### src/rtl/baud_pkg.sv
package baud_pkg;

    localparam int PRESCALE_DIV = 12;
    localparam int TIMER_W      = 8;
    localparam int POST_W       = 5;

    typedef struct packed {
        logic os_tick;
        logic bit_tick;
    } rate_pulse_t;

    // True when a post-divider count is the last phase of a bit period.
    function automatic logic at_bit_edge(input logic [POST_W-1:0] cnt,
                                         input logic dbl);
        logic [POST_W-1:0] mask;
        mask = dbl ? {1'b0, {(POST_W-1){1'b1}}} : {POST_W{1'b1}};
        return (cnt & mask) == mask;
    endfunction

endpackage

### src/rtl/baud_prescaler.sv
module baud_prescaler #(
    parameter int DIV = 12
) (
    input  logic clk,
    input  logic rst,
    output logic tick
);
    localparam int W = (DIV > 1) ? $clog2(DIV) : 1;
    localparam logic [W-1:0] LAST = W'(DIV - 1);

    logic [W-1:0] count;

    assign tick = (count == LAST);

    always_ff @(posedge clk) begin
        if (rst)       count <= '0;
        else if (tick) count <= '0;
        else           count <= count + 1'b1;
    end
endmodule

### src/rtl/baud_reload_timer.sv
module baud_reload_timer #(
    parameter int W = 8
) (
    input  logic         clk,
    input  logic         rst,
    input  logic         step,
    input  logic [W-1:0] reload,
    output logic         ovf
);
    logic [W-1:0] count;

    assign ovf = step && (count == {W{1'b1}});

    always_ff @(posedge clk) begin
        if (rst)       count <= '0;
        else if (ovf)  count <= reload;
        else if (step) count <= count + 1'b1;
    end
endmodule

### src/rtl/baud_post_div.sv
module baud_post_div
    import baud_pkg::*;
#(
    parameter int W = POST_W
) (
    input  logic        clk,
    input  logic        rst,
    input  logic        src,
    input  logic        dbl,
    output rate_pulse_t pulse
);
    logic [W-1:0] phase;
    rate_pulse_t  nxt;

    always_comb begin
        nxt.os_tick  = src && (dbl || phase[0]);
        nxt.bit_tick = src && at_bit_edge(phase, dbl);
    end

    always_ff @(posedge clk) begin
        if (rst) begin
            phase <= '0;
            pulse <= '0;
        end else begin
            pulse <= nxt;
            if (src) phase <= phase + 1'b1;
        end
    end
endmodule

### src/rtl/baud_tick_gen.sv
module baud_tick_gen
    import baud_pkg::*;
#(
    parameter int PRE_DIV = PRESCALE_DIV,
    parameter int CNT_W   = TIMER_W
) (
    input  logic             clk,
    input  logic             rst,
    input  logic [CNT_W-1:0] reload_val,
    input  logic             dbl_rate,
    input  logic             src_sel,
    input  logic             alt_tick,
    output logic             tick_16x,
    output logic             bit_tick
);
    logic        pre_tick;
    logic        timer_ovf;
    logic        src_pulse;
    rate_pulse_t pulses;

    baud_prescaler #(.DIV(PRE_DIV)) u_pre (
        .clk  (clk),
        .rst  (rst),
        .tick (pre_tick)
    );

    baud_reload_timer #(.W(CNT_W)) u_tmr (
        .clk    (clk),
        .rst    (rst),
        .step   (pre_tick),
        .reload (reload_val),
        .ovf    (timer_ovf)
    );

    assign src_pulse = src_sel ? alt_tick : timer_ovf;

    baud_post_div #(.W(POST_W)) u_div (
        .clk   (clk),
        .rst   (rst),
        .src   (src_pulse),
        .dbl   (dbl_rate),
        .pulse (pulses)
    );

    assign tick_16x = pulses.os_tick;
    assign bit_tick = pulses.bit_tick;
endmodule

### config.mk
export PLATFORM = sky130hd
export DESIGN_NAME = baud_tick_gen
export DESIGN_NICKNAME = d
export VERILOG_FILES = /design/src/rtl/baud_pkg.sv /design/src/rtl/baud_prescaler.sv /design/src/rtl/baud_reload_timer.sv /design/src/rtl/baud_post_div.sv /design/src/rtl/baud_tick_gen.sv
export SDC_FILE = /design/constraint.sdc
export NUM_CORES = 1
export LEC_CHECK = 0
export ABC_AREA = 1
export BUFFER_PORTS_ARGS = -buffer_cell sky130_fd_sc_hd__buf_4
export CORE_UTILIZATION = 42
export DETAILED_ROUTE_END_ITERATION = 8
export SLEW_MARGIN = 0
export SYNTH_ARGS = -nofsm -noshare
export SYNTH_HDL_FRONTEND = slang
export SYNTH_SLANG_ARGS = --single-unit
### constraint.sdc
create_clock -name clk -period 3.42 [get_ports clk]
set_clock_uncertainty 0.15 [all_clocks]
set_input_delay 0.684 -clock clk [delete_from_list [all_inputs] [get_ports clk]]
set_output_delay 0.684 -clock clk [all_outputs]
set_load 0.01 [all_outputs]
==> results of run 1 <==
==> registers in the layout, indices dropped and copies added (netlist names) <==
name,count
u_tmr.count,8
u_div.pulse,2
u_pre.count,4
u_div.phase,5
==> kinds of logic after synthesis <==
kind of cell	after synthesis	synth area share
simple gates	91	0.453
buf+inv	19	0.0671
flops	19	0.358
compound gates	11	0.0541
xor+xnor	4	0.0329
fa+ha+maj	3	0.0353
==> worst reg2reg max path, stage by stage, from the launching register on <==
cell and delay (ns):
dfxtp_1 0.41, ha_1 0.21, nand2_2 0.11, inv_1 0.13
nand2_2 0.09, nor2_4 0.15, nand3b_1 0.11, nand3_1 0.08
nand2_1 0.05
==> report_power, final <==
group	total, µW	switching (µW)	leakage [µW]	internal [µW]
registers	234	5.42	0.000155	228
clock network	119	74.3	0.0000139	44.5
logic	39.1	18.8	0.000426	20.3
total	392	98.5	0.000595	293
==> cell usage in the layout, fill, tap and decap left out, drive strengths merged <==
cell type  instances
nand3b             6
or2                1
xnor2              2
a21oi              5
xor2               2
nor2              19
clkinvlp           1
o21bai             1
o21ai              5
ha                 3
dfxtp             19
nand4              5
clkbuf             3
nand3             18
nand2             42
clkinv             1
buf               14
inv               18
==> per-layer routing <==
| layer | track usage | vias to the layer above | wire length (µm) |
|---|---|---|---|
| li1 | - | 510 | - |
| met1 | 0.232 | 409 | 1050 |
| met2 | 0.300 | 14 | 920 |
| met3 | 0.0522 | 2 | 76 |
| met4 | 0.0482 | 0 | 10 |
| met5 | 0 | - | 0 |
==> cell type report <==
cell class	count	area [µm²]
inverters	19	71.3
fillers	231	1060
repair buffers	14	105
flip-flops and latches	19	380
clock inverters	1	7.51
multi-input cells	109	612
well taps	28	35.0
clock buffers	3	22.5
==> through the flow <==
step	std cells	util	area [µm²]
after detailed placement	189	0.524	1200
after floorplan	147	-	1060
after global routing	193	0.537	1230
after CTS	193	0.537	1230
after global placement	189	0.524	1200
final	193	0.537	1230
==> worst paths after layout <==
check                                end
min reg2reg    u_pre.count[0]$_SDFF_PP0_
max reg2reg  u_tmr.count[1]$_SDFFE_PP0P_
max          u_tmr.count[1]$_SDFFE_PP0P_
min            u_pre.count[0]$_SDFF_PP0_
==> metrics.md, run 1 <==
| Metric | Value |
|---|---|
| Status | `finished, final reports clean` |
| Post-synth EDFFs | `0` |
| CP startpoint | `u_tmr.count[0]$_SDFFE_PP0P_` |
| Final WL | `2060 µm` |
| Post-Syn Nets | `163` |
| Hold path startpoint | `u_pre.count[0]$_SDFF_PP0_` |
| Worst-path cell chain | `ha_1 -> nand2_2 -> inv_1 -> nand2_2 -> nor2_4 -> nand3b_1 -> nand3_1 -> nand2_1` |
| HP Class | `reg2reg` |
| Dpl hpwl | `1630 µm` |
| WS Path Type | `reg2reg` |
| # IOs | `15` |
| Clk Tree Root Cell | `clkbuf_4` |
| DP Worst Slack | `1.61 ns` |
| CTS Buf Count | `3` |
| Drt first pass iters | `4` |
| Fin. Hold Viols | `0` |
| Vias per cell | `4.84` |
| Post-DRT Antenna Nets | `0` |
| Main flop type after synthesis | `dfxtp_1` |
| Cells after Synth | `147` |
| Leading area contributor after synthesis | `dfxtp_1` |
| Clk buf depth | `2` |
| Worst path top cell family by delay | `simple AND/OR/NAND/NOR gates` |
| Maxcap violations | `0` |
| Cell Area, Synth | `0.00106 mm²` |
| Drt drc | `0` |
| Final setup TNS | `0 ns` |
| Layout cells sized above 1 | `0.218` |
| Ys Warns | `0` |
| Fmax | `630 MHz` |
| Final #Nets | `182` |
| DR iter-0 viols | `24` |
| WL/cell | `10.7 µm` |
| CTS Hold Bufs | `0` |
| GRT Total Usage | `0.183` |
| Final setup violation count | `0` |
| Levels on crit path | `8` |
| Tmin final | `1.59 ns` |
| Total core area | `0.00230 mm²` |
| GRT overflow | `0` |
| Post-synth top cells | `nand2_1, dfxtp_1, nand3_1, nor2_1, inv_1` |
| Post-CTS Setup Bufs | `0` |
| Slew @ Worst Pin | `0.475 ns` |
| Maximum vdd drop | `206 µV` |
| Reg2reg start | `u_tmr.count[0]$_SDFFE_PP0P_` |
| Vias in the first global route | `898` |
| DIE HEIGHT | `52.3 µm` |
| Clk Latency, worst-skew pair | `0.30 ns` |
| Die area | `0.00274 mm²` |
| Pwr dens | `318 mW/mm²` |
| CP max stage cell | `dfxtp_1` |
| Port Buffer Count | `14` |
| Critical path arrival | `1.65 ns` |
| RePlAce Congestion | `0.787` |
| Slew HR | `0.682` |
| Largest net degree at the start of global routing | `13` |
| WP buf/inv | `1` |
| CP most frequent cell | `nand2_2` |
| Initial antenna violation count | `0` |
| CP peak stage delay | `0.41 ns` |
| CTS tree | `done` |
| Area Growth Syn to Fin | `16.0%` |
| DR vias | `935` |
| Worst setup EP type | `register` |
| PnR Total Power | `392 µW` |
| Count leader, synth | `nand2_1` |
| Die width | `52.3 µm` |
| Worst setup SP type | `register` |
| First-pass GRT wire length | `3680 µm` |
| Worst Slack Setup Final | `1.83 ns` |
| # resized after CTS | `0` |
| Diode count | `0` |
| Hold Slack | `0.313 ns` |
| Lkg Pwr | `0.000595 µW` |
| RSZ-0062 raised after global routing | `no` |
| Clock transition at the registers of the reported paths | `0.11 ns` |
| Synthesized area per cell | `7.23 µm²` |
| Seq/Total Area, Yosys | `0.358` |
| # rows | `17` |
| Worst EP required | `3.48 ns` |
| Initial Utilization | `0.463` |
| Number of synthesized register bits | `19` |
| Hold Crit Depth | `1` |
| Worst reg2reg path depth | `8` |
| TritonCTS Sinks | `19` |
| Synth cell types | `25` |
| Synth top area cells | `dfxtp_1, nand2_1, nand3_1` |
| Slew Limit Fails | `0` |
| Post-synth top area share | `0.358` |
| Reg-to-reg setup timing slack | `1.83 ns` |
| CP Max Fanout | `6` |
| Htree depth | `1` |
| Ys async rst share | `0` |
| Period utilisation layout | `0.464` |
Note: power is estimated with default switching activity, not from simulation.
==> inputs of run 2 (changes only) <==
clock period = 1.55 ns   (was 3.42 ns; I/O delays follow)
==> metrics.md, run 2 (synthesis results as in run 1) <==
| Metric | Value |
|---|---|
| CP peak stage delay | `0.54 ns (+0.13 ns)` |
| Commonest non-fill, non-tap cell in the layout | `nand2_1` |
| Slew Limit Fails | `0 (unchanged)` |
| Post-CTS Setup Bufs | `0 (unchanged)` |
| Pwr dens | `665 mW/mm² (+110%)` |
| Most frequent cells in the layout | `nand2_1, buf_4, nand3_1` |
| Worst setup EP type | `register` |
| Slew @ Worst Pin | `0.271 ns (-0.204 ns)` |
| Worst EP required | `1.65 ns (-1.83 ns)` |
| HP Class | `in2reg` |
| Drt drc | `0 (unchanged)` |
| # rows | `17 (unchanged)` |
| Fmax | `678 MHz` |
| Final WL | `2110 µm (+2.3%)` |
| GRT Total Usage | `0.191 (+0.00856)` |
| CP most frequent cell | `inv_1` |
| Clock transition at the registers of the reported paths | `0.12 ns (about the same)` |
| Clk Latency, worst-skew pair | `0.31 ns (about the same)` |
| Fin. Hold Viols | `0 (unchanged)` |
| Vias in the first global route | `935 (+4.1%)` |
| DIE HEIGHT | `52.3 µm (unchanged)` |
| Port Buffer Count | `14 (unchanged)` |
| Max reg flops | `8 (unchanged)` |
| WL/cell | `10.5 µm (-1.3%)` |
| Critical path arrival | `1.58 ns (-0.07 ns)` |
| Worst Slack Setup Final | `0.0748 ns (-1.76 ns)` |
| Worst-path cell chain | `dlygate4sd3_1 -> buf_4 -> inv_1 -> nand2_1 -> inv_1 -> o21ai_1 -> a21oi_1` |
| Drt first pass iters | `4 (unchanged)` |
| Placed cells | `195 (+3.2%)` |
| Vias per cell | `4.72 (-2.7%)` |
| Maxcap violations | `0 (unchanged)` |
| Die width | `52.3 µm (unchanged)` |
| Final setup violation count | `0 (unchanged)` |
| Hold Slack | `0.0793 ns (-0.234 ns)` |
| Area used by multi-input combinational logic | `642 µm² (+4.9%)` |
| Largest registers | `u_tmr.count x8, u_div.phase x5, u_pre.count x4` |
| CTS Buf Count | `3 (unchanged)` |
| Htree depth | `1 (unchanged)` |
| Status | `finished, final reports clean` |
| CP max stage cell | `dlygate4sd3_1` |
| # IOs | `15 (unchanged)` |
| Worst setup SP type | `primary input` |
| Final setup TNS | `0 ns (unchanged)` |
| DR iter-0 viols | `16 (-33%)` |
| RSZ-0062 raised after global routing | `no` |
| Largest net degree at the start of global routing | `13 (unchanged)` |
| Non-Filler Instances | `200 (+3.6%)` |
| Seq. cell area | `385 µm² (+1.3%)` |
| Reg with most FFs | `u_tmr.count` |
| CTS tree | `done` |
| Post-DRT Antenna Nets | `0 (unchanged)` |
| CP Max Fanout | `7 (+1)` |
| Hold Crit Depth | `3 (+2)` |
| Initial antenna violation count | `0 (unchanged)` |
| Worst reg2reg path depth | `8 (unchanged)` |
| Period utilisation layout | `0.952` |
| Tmin final | `1.48 ns` |
| Layout cells sized above 1 | `0.291 (+0.0725)` |
| DP Worst Slack | `0.0133 ns (-1.59 ns)` |
| Diode count | `0 (unchanged)` |
| FILL cells | `208 (-10%)` |
| Total core area | `0.00230 mm² (unchanged)` |
| Maximum vdd drop | `569 µV (+180%)` |
| Die area | `0.00274 mm² (unchanged)` |
| Slew HR | `0.819 (+0.137)` |
| Worst R2R End | `u_div.phase[2]$_SDFFE_PP0P_` |
| Clk buf depth | `2 (unchanged)` |
| Final #Nets | `189 (+3.8%)` |
| RePlAce Congestion | `0.805 (+2.3%)` |
| TritonCTS Sinks | `19 (unchanged)` |
| Clk Tree Root Cell | `clkbuf_4` |
| Reg2reg start | `u_pre.count[0]$_SDFF_PP0_` |
| WS Path Type | `in2reg` |
| Hold path startpoint | `dbl_rate` |
| GRT overflow | `0 (unchanged)` |
| DR vias | `943 (+0.86%)` |
| Dpl hpwl | `1620 µm (-0.72%)` |
| Final core occ | `0.577 (+0.0403)` |
| Reg-to-reg setup timing slack | `0.11 ns (-1.72 ns)` |
| Initial Utilization | `0.463 (unchanged)` |
| First-pass GRT wire length | `3880 µm (+5.4%)` |
| Lkg Pwr | `0.000640 µW (+7.5%)` |
| Area Growth Syn to Fin | `24.7%` |
| Hold Path End | `u_div.pulse[1]$_SDFF_PP0_` |
[run 2: changes by cell type in the layout (fill, tap and decap cells not counted), moves of 2 or more]
cell     change
buf_4        +6
dfxtp_1      -4
dfxtp_2      +4
ha_1         -2
[run 2: worst max path at each step]
| stage | to | start | cells past startpoint | slack (ns) |
|---|---|---|---|---|
| after floorplan | u_tmr.count[3]$_SDFFE_PP0P_ | u_tmr.count[0]$_SDFFE_PP0P_ | 8 | 0.13 |
| after global placement | u_tmr.count[1]$_SDFFE_PP0P_ | u_tmr.count[0]$_SDFFE_PP0P_ | 8 | 0.07 |
| after detailed placement | u_div.phase[2]$_SDFFE_PP0P_ | u_pre.count[0]$_SDFF_PP0_ | 8 | 0.01 |
| after CTS | u_div.phase[2]$_SDFFE_PP0P_ | u_pre.count[0]$_SDFF_PP0_ | 8 | 0.007 |
| after global routing | u_tmr.count[0]$_SDFFE_PP0P_ | u_tmr.count[4]$_SDFFE_PP0P_ | 7 | 0.0009 |
| final | u_pre.count[3]$_SDFF_PP0_ | rst | 7 | 0.07 |
[run 2: stage by stage]
step / power [µW] / area [µm²]
CTS: 888 / 1280
floorplan: 576 / 1060
global route: 937 / 1330
finish: 881 / 1330
detailed placement: 617 / 1250
global placement: 615 / 1250
[run 2: final cells by class]
cell class                      count  share of cell area
Clock buffer                        3              0.0170
Multi-Input combinational cell    109               0.484
Inverter                           19              0.0557
Tap cell                           28              0.0264
Timing Repair Buffer               21               0.121
Clock inverter                      1             0.00566
Sequential cell                    19               0.291
[run 2: what timing repair did]
item / CTS / global route
hold endpoints to repair: 0 / 1
hold buffers: 0 / 1
setup endpoints to repair: 2 / 14
resized for setup: 1 / 11
pin swaps: 0 / 1
[run 2: power breakdown]
group | internal [µW] | switching, µW | total, µW
logic | 50.3 | 43.4 | 93.7
clock network | 98.4 | 173 | 271
registers | 504 | 12.0 | 517
[run 2: layer usage]
metal  up-vias  GRT usage  wire length [µm]
li1        523          -                 -
met1       406      0.252              1120
met2        12      0.297               902
met3         2     0.0609                71
met4         0     0.0526                 9
met5         -          0                 0
[run 2: worst max-delay path, delay by kind of cell]
family / cells / cell delay [ns]
AND/OR/NAND/NOR: 1 / 0.07
buffers and inverters: 4 / 0.97
AO/OA/AOI/OAI: 2 / 0.23
==> inputs of run 3 (changes only) <==
CELL_PAD_IN_SITES_DETAIL_PLACEMENT = 1   (was unset)
CELL_PAD_IN_SITES_GLOBAL_PLACEMENT = 1   (was unset)
CORE_UTILIZATION = 40   (was 42)
PLACE_DENSITY_LB_ADDON = 0.1   (was unset)
==> metrics.md, run 3 (synthesis results as in run 1) <==
| Metric | Value |
|---|---|
| Slew @ Worst Pin | `0.249 ns (-0.0222 ns)` |
| Final setup violation count | `0 (unchanged)` |
| # IOs | `15 (unchanged)` |
| Placed cells | `199 (+2.1%)` |
| Dpl hpwl | `2130 µm (+31%)` |
| RePlAce Congestion | `0.746 (-7.3%)` |
| WS Path Type | `reg2reg` |
| Die area | `0.00287 mm² (+4.8%)` |
| Layout cells sized above 1 | `0.312 (+0.0214)` |
| Clk Tree Root Cell | `clkbuf_4` |
| Clk buf depth | `2 (unchanged)` |
| DIE HEIGHT | `53.6 µm (+2.4%)` |
| CTS Hold Bufs | `0 (unchanged)` |
| Lkg Pwr | `0.000652 µW (+2.0%)` |
| Commonest non-fill, non-tap cell in the layout | `nand2_1` |
| Post-DRT Antenna Nets | `0 (unchanged)` |
| Post-CTS Setup Bufs | `0 (unchanged)` |
| Drt first pass iters | `6 (+2)` |
| WL/cell | `13.3 µm (+26%)` |
| Hold Slack | `0.0266 ns (-0.0527 ns)` |
| CTS Buf Count | `3 (unchanged)` |
| Vias in the first global route | `979 (+4.7%)` |
| Initial Utilization | `0.425 (-0.0375)` |
| Pwr dens | `663 mW/mm² (-0.29%)` |
| Max reg flops | `8 (unchanged)` |
| TritonCTS Sinks | `19 (unchanged)` |
| Fin. Hold Viols | `0 (unchanged)` |
| Slew HR | `0.834 (+0.0146)` |
| Total core area | `0.00250 mm² (+8.8%)` |
| Clk Latency, worst-skew pair | `0.31 ns (about the same)` |
| Worst EP required | `1.62 ns (-0.03 ns)` |
| Largest registers | `u_tmr.count x8, u_div.phase x5, u_pre.count x4` |
| Period utilisation layout | `0.933 (-0.0191)` |
| Status | `finished, final reports clean` |
| RSZ-0062 raised after global routing | `no` |
| Htree depth | `1 (unchanged)` |
| HP Class | `in2reg` |
| Die width | `53.6 µm (+2.4%)` |
| Final WL | `2700 µm (+28%)` |
| Reg with most FFs | `u_tmr.count` |
| Worst setup SP type | `register` |
| # rows | `18 (+1)` |
| Worst setup EP type | `register` |
| Clock transition at the registers of the reported paths | `0.12 ns (about the same)` |
| Vias per cell | `5.02 (+6.5%)` |
| DR iter-0 viols | `8 (-8)` |
| Most frequent cells in the layout | `nand2_1, buf_4, nand3_1` |
| CP Max Fanout | `6 (-1)` |
| Port Buffer Count | `14 (unchanged)` |
| Area Growth Syn to Fin | `26.4%` |
| Critical path arrival | `1.51 ns (-0.07 ns)` |
| Diode count | `0 (unchanged)` |
| DR vias | `1019 (+8.1%)` |
| GRT Total Usage | `0.214 (+0.0223)` |
| Tmin final | `1.45 ns (-0.0295 ns)` |
| Initial antenna violation count | `0 (unchanged)` |
| Maximum vdd drop | `485 µV (-15%)` |
| Final #Nets | `190 (+0.53%)` |
| Final core occ | `0.538 (-0.0398)` |
| GRT overflow | `0 (unchanged)` |
| CTS tree | `done` |
| Drt drc | `0 (unchanged)` |
| Slew Limit Fails | `0 (unchanged)` |
| Fmax | `692 MHz (+2.0%)` |
| Maxcap violations | `0 (unchanged)` |
| First-pass GRT wire length | `4360 µm (+12%)` |
| Largest net degree at the start of global routing | `12 (-1)` |
| Non-Filler Instances | `203 (+1.5%)` |
run 3: repair_timing:
item | in CTS | in global routing
endpoints found under the setup margin | 9 | 13
pin swaps | 0 | 2
gates resized for setup | 3 | 12
endpoints found under the hold margin | 0 | 0
cloned | 0 | 0
run 3: layer usage:
metal	share of wire	routed length, µm	track usage	vias to the layer above
met1	0.50	1340	0.292	477
met3	0.021	57	0.0254	4
met2	0.47	1270	0.342	13
met5	0	0	0	-
met4	0.012	32	0.0789	0
li1	-	-	-	525
run 3: path summary, 6_finish.rpt:
| kind | from | end | slack (ns) | cells past startpoint |
|---|---|---|---|---|
| hold reg to reg | u_pre.count[0]$_SDFF_PP0_ | u_pre.count[0]$_SDFF_PP0_ | 0.31 | 1 |
| setup reg to reg | u_tmr.count[0]$_SDFFE_PP0P_ | u_tmr.count[3]$_SDFFE_PP0P_ | 0.10 | 8 |
| hold / removal | rst | u_tmr.count[6]$_SDFFE_PP0P_ | 0.03 | 2 |
| setup / recovery | u_tmr.count[0]$_SDFFE_PP0P_ | u_tmr.count[3]$_SDFFE_PP0P_ | 0.10 | 8 |
run 3: critical path: stages (launching register included):
cell      delay [ns]
dfxtp_2         0.38
ha_4            0.15
nand2_4         0.07
inv_2           0.09
nand2_2         0.08
nor2_4          0.18
nand3b_1        0.10
nand3_1         0.09
nand2_1         0.06
run 3: final cells by class:
cell class / count / area (µm²)
clock buffers: 3 / 22.5
clock inverters: 1 / 5.00
fillers: 329 / 1160
inverters: 19 / 73.8
multi-input cells: 109 / 652
flip-flops and latches: 19 / 388
well taps: 30 / 37.5
repair buffers: 22 / 165
run 3: metrics by stage:
stage	setup slack [ns]	power, µW	TNS, ns	cell area, µm²
after CTS	0.00347	889	0	1300
after global routing	0.0141	938	0	1340
final	0.104	891	0	1340
after detailed placement	-0.0396	620	-0.0944	1270
after global placement	0.0574	616	0	1270
after floorplan	0.129	576	0	1060
run 3: power by group:
group          total, µW  internal (µW)  switching, µW
Combinational       95.3           50.0           45.2
Clock                276           96.5            179
Sequential           519            505           14.2
